## config.mk

```make
export PLATFORM = sky130hd
export DESIGN_NAME = vlsu_agen
export DESIGN_NICKNAME = d
export VERILOG_FILES = /design/src/rtl/vlsu_agen_pkg.sv /design/src/rtl/vlsu_agen_mode.sv /design/src/rtl/vlsu_agen_idxext.sv /design/src/rtl/vlsu_agen_seq.sv /design/src/rtl/vlsu_agen.sv
export SDC_FILE = /design/constraint.sdc
export NUM_CORES = 2
export LEC_CHECK = 0
export BUFFER_PORTS_ARGS = -buffer_cell sky130_fd_sc_hd__buf_2
export CAP_MARGIN = 20
export CORE_ASPECT_RATIO = 1.5
export CORE_MARGIN = 2
export CORE_UTILIZATION = 46
export CTS_BUF_LIST = sky130_fd_sc_hd__clkbuf_4 sky130_fd_sc_hd__clkbuf_8
export DETAILED_ROUTE_END_ITERATION = 12
export HOLD_SLACK_MARGIN = 0.02
export PLACE_DENSITY = 0.71
export SLEW_MARGIN = 40
export SYNTH_ARGS = -nofsm -noshare
export SYNTH_HDL_FRONTEND = slang
export SYNTH_SLANG_ARGS = --single-unit
```

## constraint.sdc

```tcl
create_clock -name clk -period 22.4 [get_ports clk]
set_input_delay 3.36 -clock clk [delete_from_list [all_inputs] [get_ports clk]]
set_output_delay 3.36 -clock clk [all_outputs]
set_load 0.03 [all_outputs]
```

## src/rtl/vlsu_agen_pkg.sv

```systemverilog
package vlsu_agen_pkg;

  typedef enum logic [2:0] {
    AM_UNIT    = 3'd0,
    AM_ELEM    = 3'd1,
    AM_SPLAT   = 3'd2,
    AM_VBASE   = 3'd3,
    AM_POSTINC = 3'd4,
    AM_RIDX    = 3'd5,
    AM_RELEM   = 3'd6
  } amode_e;

  typedef struct packed {
    logic       indexed;
    logic       base_vec;
    logic       idx_vec;
    logic       dst_vec;
    logic       upd_vec;
    logic       els;
    logic       post_inc;
    logic       sea;
    logic [1:0] op_size;
    logic [1:0] src_ew;
  } cmd_flags_t;

endpackage

```

## src/rtl/vlsu_agen_mode.sv

```systemverilog
module vlsu_agen_mode
  import vlsu_agen_pkg::*;
(
  input  cmd_flags_t flags,
  input  logic       imm_nz,
  output amode_e     mode
);

  always_comb begin
    if (flags.indexed) begin
      if (flags.els && !flags.base_vec && !flags.idx_vec) mode = AM_RELEM;
      else                                                mode = AM_RIDX;
    end else if (flags.post_inc) begin
      mode = AM_POSTINC;
    end else if (flags.base_vec) begin
      mode = AM_VBASE;
    end else if (!flags.els) begin
      mode = AM_UNIT;
    end else if (imm_nz) begin
      mode = AM_ELEM;
    end else begin
      mode = AM_SPLAT;
    end
  end

endmodule

```

## src/rtl/vlsu_agen_idxext.sv

```systemverilog
module vlsu_agen_idxext #(
  parameter int XLEN = 64
) (
  input  logic [XLEN-1:0] raw,
  input  logic [1:0]      ew,
  input  logic            sea,
  output logic [XLEN-1:0] ext
);

  always_comb begin
    case (ew)
      2'd0:    ext = {{(XLEN-8){sea & raw[7]}},   raw[7:0]};
      2'd1:    ext = {{(XLEN-16){sea & raw[15]}}, raw[15:0]};
      2'd2:    ext = {{(XLEN-32){sea & raw[31]}}, raw[31:0]};
      default: ext = raw;
    endcase
  end

endmodule

```

## src/rtl/vlsu_agen_seq.sv

```systemverilog
module vlsu_agen_seq #(
  parameter int MAXVL = 16,
  parameter int VLW   = $clog2(MAXVL + 1),
  parameter int IW    = $clog2(MAXVL)
) (
  input  logic             clk,
  input  logic             rst_n,
  input  logic             start,
  input  logic [VLW-1:0]   vl,
  input  logic [MAXVL-1:0] pred,
  input  logic             any_vec,
  input  logic             dst_vec,
  input  logic             ready,
  output logic             accept,
  output logic             busy,
  output logic             done,
  output logic             valid,
  output logic [VLW-1:0]   elem
);

  localparam logic [VLW-1:0] VL_CAP = VLW'(MAXVL);

  logic             busy_q;
  logic [VLW-1:0]   e_q;
  logic [VLW-1:0]   vl_q;
  logic [MAXVL-1:0] pred_q;
  logic             anyv_q;
  logic             dstv_q;
  logic             at_end;
  logic             skip;
  logic             fire;

  assign accept = start && !busy_q;
  assign at_end = (e_q >= vl_q);
  assign skip   = !at_end && anyv_q && !pred_q[e_q[IW-1:0]];
  assign valid  = busy_q && !at_end && !skip;
  assign done   = busy_q && at_end;
  assign fire   = valid && ready;
  assign busy   = busy_q;
  assign elem   = e_q;

  always_ff @(posedge clk or negedge rst_n) begin
    if (!rst_n) begin
      busy_q <= 1'b0;
      e_q    <= '0;
      vl_q   <= '0;
      pred_q <= '0;
      anyv_q <= 1'b0;
      dstv_q <= 1'b0;
    end else if (accept) begin
      busy_q <= 1'b1;
      e_q    <= '0;
      vl_q   <= (vl > VL_CAP) ? VL_CAP : vl;
      pred_q <= pred;
      anyv_q <= any_vec;
      dstv_q <= dst_vec;
    end else if (busy_q) begin
      if (at_end)     busy_q <= 1'b0;
      else if (skip)  e_q    <= e_q + 1'b1;
      else if (fire)  e_q    <= dstv_q ? e_q + 1'b1 : vl_q;
    end
  end

  AST_STREAM_HOLD: assert property (@(posedge clk) disable iff (!rst_n)
    valid && !ready |=> valid && $stable(e_q));

  AST_DONE_SINGLE: assert property (@(posedge clk) disable iff (!rst_n)
    done |=> !busy_q && !done);

  AST_SCALAR_DST_END: assert property (@(posedge clk) disable iff (!rst_n)
    fire && !dstv_q |=> done);

  AST_START_WHILE_BUSY: assert property (@(posedge clk) disable iff (!rst_n)
    start && busy_q && !done |=> $stable(vl_q) && $stable(pred_q));

endmodule

```

## src/rtl/vlsu_agen.sv

```systemverilog
module vlsu_agen
  import vlsu_agen_pkg::*;
#(
  parameter int XLEN  = 64,
  parameter int MAXVL = 16,
  parameter int VLW   = $clog2(MAXVL + 1),
  parameter int IW    = $clog2(MAXVL)
) (
  input  logic             clk,
  input  logic             rst_n,
  input  logic             start,
  input  logic             cfg_indexed,
  input  logic             cfg_base_vec,
  input  logic             cfg_idx_vec,
  input  logic             cfg_dst_vec,
  input  logic             cfg_upd_vec,
  input  logic             cfg_els,
  input  logic             cfg_post_inc,
  input  logic             cfg_sea,
  input  logic [1:0]       cfg_op_size,
  input  logic [1:0]       cfg_src_ew,
  input  logic [XLEN-1:0]  cfg_imm,
  input  logic [VLW-1:0]   cfg_vl,
  input  logic [MAXVL-1:0] cfg_pred,
  output logic             busy,
  output logic             done,
  output logic [IW-1:0]    base_sel,
  input  logic [XLEN-1:0]  base_data,
  output logic [IW-1:0]    idx_sel,
  input  logic [XLEN-1:0]  idx_data,
  output logic             el_valid,
  input  logic             el_ready,
  output logic [XLEN-1:0]  el_addr,
  output logic [XLEN-1:0]  el_upd_val,
  output logic [IW-1:0]    el_src,
  output logic [IW-1:0]    el_dst,
  output logic [IW-1:0]    el_upd
);

  cmd_flags_t      flags_in;
  cmd_flags_t      flags_q;
  logic [XLEN-1:0] imm_q;
  logic            accept;
  logic [VLW-1:0]  elem;
  logic [IW-1:0]   e_idx;
  logic            any_vec_in;
  amode_e          mode;
  logic [XLEN-1:0] idx_x;
  logic [XLEN-1:0] mul_a;
  logic [XLEN-1:0] mul_b;
  logic [XLEN-1:0] prod;
  logic [XLEN-1:0] unit_off;

  assign flags_in = '{indexed:  cfg_indexed,  base_vec: cfg_base_vec,
                      idx_vec:  cfg_idx_vec,  dst_vec:  cfg_dst_vec,
                      upd_vec:  cfg_upd_vec,  els:      cfg_els,
                      post_inc: cfg_post_inc, sea:      cfg_sea,
                      op_size:  cfg_op_size,  src_ew:   cfg_src_ew};

  assign any_vec_in = cfg_base_vec | cfg_dst_vec | cfg_upd_vec |
                      (cfg_indexed & cfg_idx_vec);

  always_ff @(posedge clk or negedge rst_n) begin
    if (!rst_n) begin
      flags_q <= '0;
      imm_q   <= '0;
    end else if (accept) begin
      flags_q <= flags_in;
      imm_q   <= cfg_imm;
    end
  end

  vlsu_agen_seq #(.MAXVL(MAXVL), .VLW(VLW), .IW(IW)) u_seq (
    .clk     (clk),
    .rst_n   (rst_n),
    .start   (start),
    .vl      (cfg_vl),
    .pred    (cfg_pred),
    .any_vec (any_vec_in),
    .dst_vec (cfg_dst_vec),
    .ready   (el_ready),
    .accept  (accept),
    .busy    (busy),
    .done    (done),
    .valid   (el_valid),
    .elem    (elem)
  );

  vlsu_agen_mode u_mode (
    .flags  (flags_q),
    .imm_nz (|imm_q),
    .mode   (mode)
  );

  vlsu_agen_idxext #(.XLEN(XLEN)) u_idxext (
    .raw (idx_data),
    .ew  (flags_q.src_ew),
    .sea (flags_q.sea),
    .ext (idx_x)
  );

  assign e_idx    = elem[IW-1:0];
  assign base_sel = flags_q.base_vec ? e_idx : '0;
  assign idx_sel  = flags_q.idx_vec  ? e_idx : '0;
  assign el_src   = base_sel;
  assign el_dst   = flags_q.dst_vec  ? e_idx : '0;
  assign el_upd   = flags_q.upd_vec  ? e_idx : '0;

  // one multiplier shared by the two strided modes
  assign mul_a    = (mode == AM_RELEM) ? idx_x : imm_q;
  assign mul_b    = (mode == AM_RELEM) ? XLEN'(el_dst) : XLEN'(elem);
  assign prod     = mul_a * mul_b;
  assign unit_off = XLEN'(elem) << flags_q.op_size;

  always_comb begin
    el_upd_val = '0;
    case (mode)
      AM_UNIT:    el_addr = base_data + imm_q + unit_off;
      AM_ELEM:    el_addr = base_data + prod;
      AM_RIDX:    el_addr = base_data + idx_x;
      AM_RELEM:   el_addr = base_data + prod;
      AM_POSTINC: el_addr = base_data;
      default:    el_addr = base_data + imm_q;
    endcase
    if (mode == AM_POSTINC) el_upd_val = base_data + imm_q;
    else                    el_upd_val = el_addr;
  end

  AST_POSTINC_UPDATE: assert property (@(posedge clk) disable iff (!rst_n)
    el_valid && mode == AM_POSTINC |-> el_upd_val == el_addr + imm_q);

  AST_INDEX_ZEXT: assert property (@(posedge clk) disable iff (!rst_n)
    el_valid && flags_q.indexed && !flags_q.sea && flags_q.src_ew == 2'd0
    |-> idx_x[XLEN-1:8] == '0);

  AST_SCALAR_BASE_SEL: assert property (@(posedge clk) disable iff (!rst_n)
    el_valid && !flags_q.base_vec |-> el_src == '0);

endmodule

```

==> results_dict.tcl <==
set metrics [dict create \
    status "complete, no violations" \
    cts_sinks 104 \
    cts_buffer_depth 2 \
    seq_area_frac_synth_pct 8.832 \
    groute.usage.overall_pct 40.45 \
    wl_per_cell_um 26.54 \
    tns_ns 0 \
    gr-usage-met3_pct 7.283 \
    syn_inst 4095 \
    numCtsBuffers 9 \
    met1_usage_pct 41.87 \
    grt_pass1_wl_um 198900 \
    grt_busiest_layer "met2" \
    tightest_slew_ns 0.9561 \
    cp.arrival_ns 11.43 \
    rsz0062_at_grt "false" \
    yosysMostFrequentCell "nand2_1" \
    die_w_um 210.7 \
    hpwlAfterDp_um 109500 \
    synth_flop_cell "dfrtp_1" \
    ys_warn_count 0 \
    syn_area_per_cell_um2 7.196 \
    grt_overflow 0 \
    fmax_mhz 67.61 \
    dieArea_um2 66140 \
    ys_seq_elements 104 \
    synth_common_cells "nand2_1, inv_1, a21oi_1" \
    root_buffer "clkbuf_8" \
    cts_hold_buf 0 \
    routed_wl_um 136100 \
    grt_max_degree 99 \
    setup_viol 0 \
    cts_setup_buffers 0 \
    ys_types 97 \
    synthArstFlopShare_pct 100.0 \
    cts_tree "built" \
    hold_path_class "register to register" \
    grt_antenna_before_repair 9 \
    rows 113 \
    multi_input_area_um2 24680 \
    clk_latency_ns 0.45 \
    routed_via_density 6.331 \
    syn_area_um2 29470 \
    grt_use_met2_pct 67.08 \
    yosysTopAreaCellShare_pct 16.58 \
    critPathLaunchType "input pin" \
    relSlewSlack_pct 35.36 \
    ios 380 \
    drcViolationCount 0 \
    syn_nets 4775 \
    port_buffers 379 \
    synthToLayoutAreaGrowth_pct 9.464 \
    drive_gt1_share_pct 12.61 \
    dieHeight_um 314.0 \
    path_clk_slew_ns 0.11 \
    maxCapViolCount 0 \
    register_area_um2 2603 \
    fin_crit_sh_pct 66.03 \
    hold_viol_final 0 \
    worstSetupEndpointType "output port" \
    finalClockSkew_ns 0.02119 \
    dr_total_vias 32454 \
    maxSlewViolCount 0 \
    ant_nets 0 \
    initial_utilization_pct 46.52 \
    drt-initial-drc-count 2659 \
    fillCellCount 6485 \
    crit_required_ns 19.04 \
    layout.nets 4990 \
    synthTopCellsByArea "fa_1, dfrtp_1, ha_1, nand2_1, a21oi_1" \
    synth_area_leader_cell "fa_1" \
    period_minus_slack_ns 14.79 \
    dr.pass1.iters 8 \
    critPathKind "input pin to output port" \
    place_congestion 1.065 \
    grt_pass1_vias 32446 \
    core_area_um2 63340 \
    ctsResizeCount 0 \
    crit_fanout 17 \
    htree_levels 3 \
    synth_edf_count 0 \
]
cell families after synthesis:
group	count (synthesis)	share of synthesized area (%)
AO/OA/AOI/OAI	1161	25.64
adder cells (fa/ha/maj)	451	25.37
multiplexers	77	2.947
buffers and inverters	616	8.025
flip-flops	104	8.832
XOR/XNOR	191	5.677
AND/OR/NAND/NOR	1495	23.52
final timing paths:
| kind | startpoint | cells after the start | to | slack (ns) |
|---|---|---|---|---|
| setup / recovery | idx_data[7] | 28 | el_upd_val[61] | 7.61 |
| hold / removal | u_seq.pred_q[14] | 2 | u_seq.pred_q[14] | 0.48 |
| setup reg to reg | u_seq.elem[0] | 13 | u_seq.elem[4] | 19.13 |
| hold reg to reg | u_seq.pred_q[14] | 2 | u_seq.pred_q[14] | 0.48 |
| max in group asynchronous | rst_n | 2 | imm_q[5] | 18.42 |
| min in group asynchronous | rst_n | 1 | imm_q[24] | 2.90 |
registers in the layout, summed over array words and instances (netlist names):
register,count
u_seq.elem,5
u_seq.vl_q,5
imm_q,64
u_seq.busy,1
u_seq.pred_q,16
u_seq.anyv_q,1
u_seq.dstv_q,1
flags_q,11
through the flow:
stage	hold slack [ns]	setup slack, ns	cells	instance area, um2	utilization, %
5_1_grt	0.5075	7.413	5125	32250	50.92
3_5_place_dp	0.4567	7.915	5104	31980	50.48
2_1_floorplan	0.4403	9.374	4095	29470	-
3_3_place_gp	0.4531	8.069	5100	31890	50.34
6_report	0.4836	7.609	5126	32260	50.93
4_1_cts	0.4860	7.886	5120	32190	50.81
final cells by class:
type | count | share of cell area [%]
multi-input cells | 3375 | 76.51
repair buffers | 421 | 6.959
inverters | 399 | 4.643
clock buffers | 12 | 0.5120
well taps | 805 | 3.122
flip-flops and latches | 104 | 8.068
clock inverters | 4 | 0.1396
diodes | 6 | 0.04655
metal layers:
metal | vias to the layer above | wire length (um) | part of all wire, %
met2 | 1690 | 63510 | 47
met3 | 615 | 9646 | 7.1
met5 | - | 12 | 0.0088
met1 | 15468 | 45810 | 34
li1 | 14679 | - | -
met4 | 2 | 17090 | 13
placed cells by master, fill, tap and decap left out, types with 37 or more instances in the layout:
cell type,count
nand2_1,642
inv_1,399
buf_2,380
a21oi_1,359
nor2_1,337
fa_1,244
ha_1,207
o21ai_0,191
a21o_1,116
dfrtp_1,104
xnor2_1,103
and3_1,89
o21a_1,86
xor2_1,86
nand3_1,68
nand4_1,60
and2_1,46
mux2i_1,44
nor3_1,44
nand2b_1,40
buf_4,37
worst max-delay path, cell delays in order:
cell and delay, ns:
buf_2 0.13, mux2i_1 0.09, nor3b_2 0.18, buf_4 0.34, a21oi_1 0.12, o21ai_0 0.30, nand2_1 0.12, fa_1 0.53
inv_1 0.06, fa_1 0.53, inv_1 0.05, fa_1 0.47, inv_1 0.04, ha_1 0.39, nand2_1 0.15, nor4_1 0.66
o2111ai_1 0.24, o211ai_1 0.31, a21oi_1 0.32, o311ai_0 0.77, a31oi_1 0.30, o31ai_1 0.26, a21oi_1 0.11, xnor2_1 0.15
a221oi_1 0.64, o21ai_1 0.35, o22a_1 0.29, buf_2 0.17
Power is not shown: default switching activity piles up to over one toggle a cycle in this logic, so the estimate is an artifact.
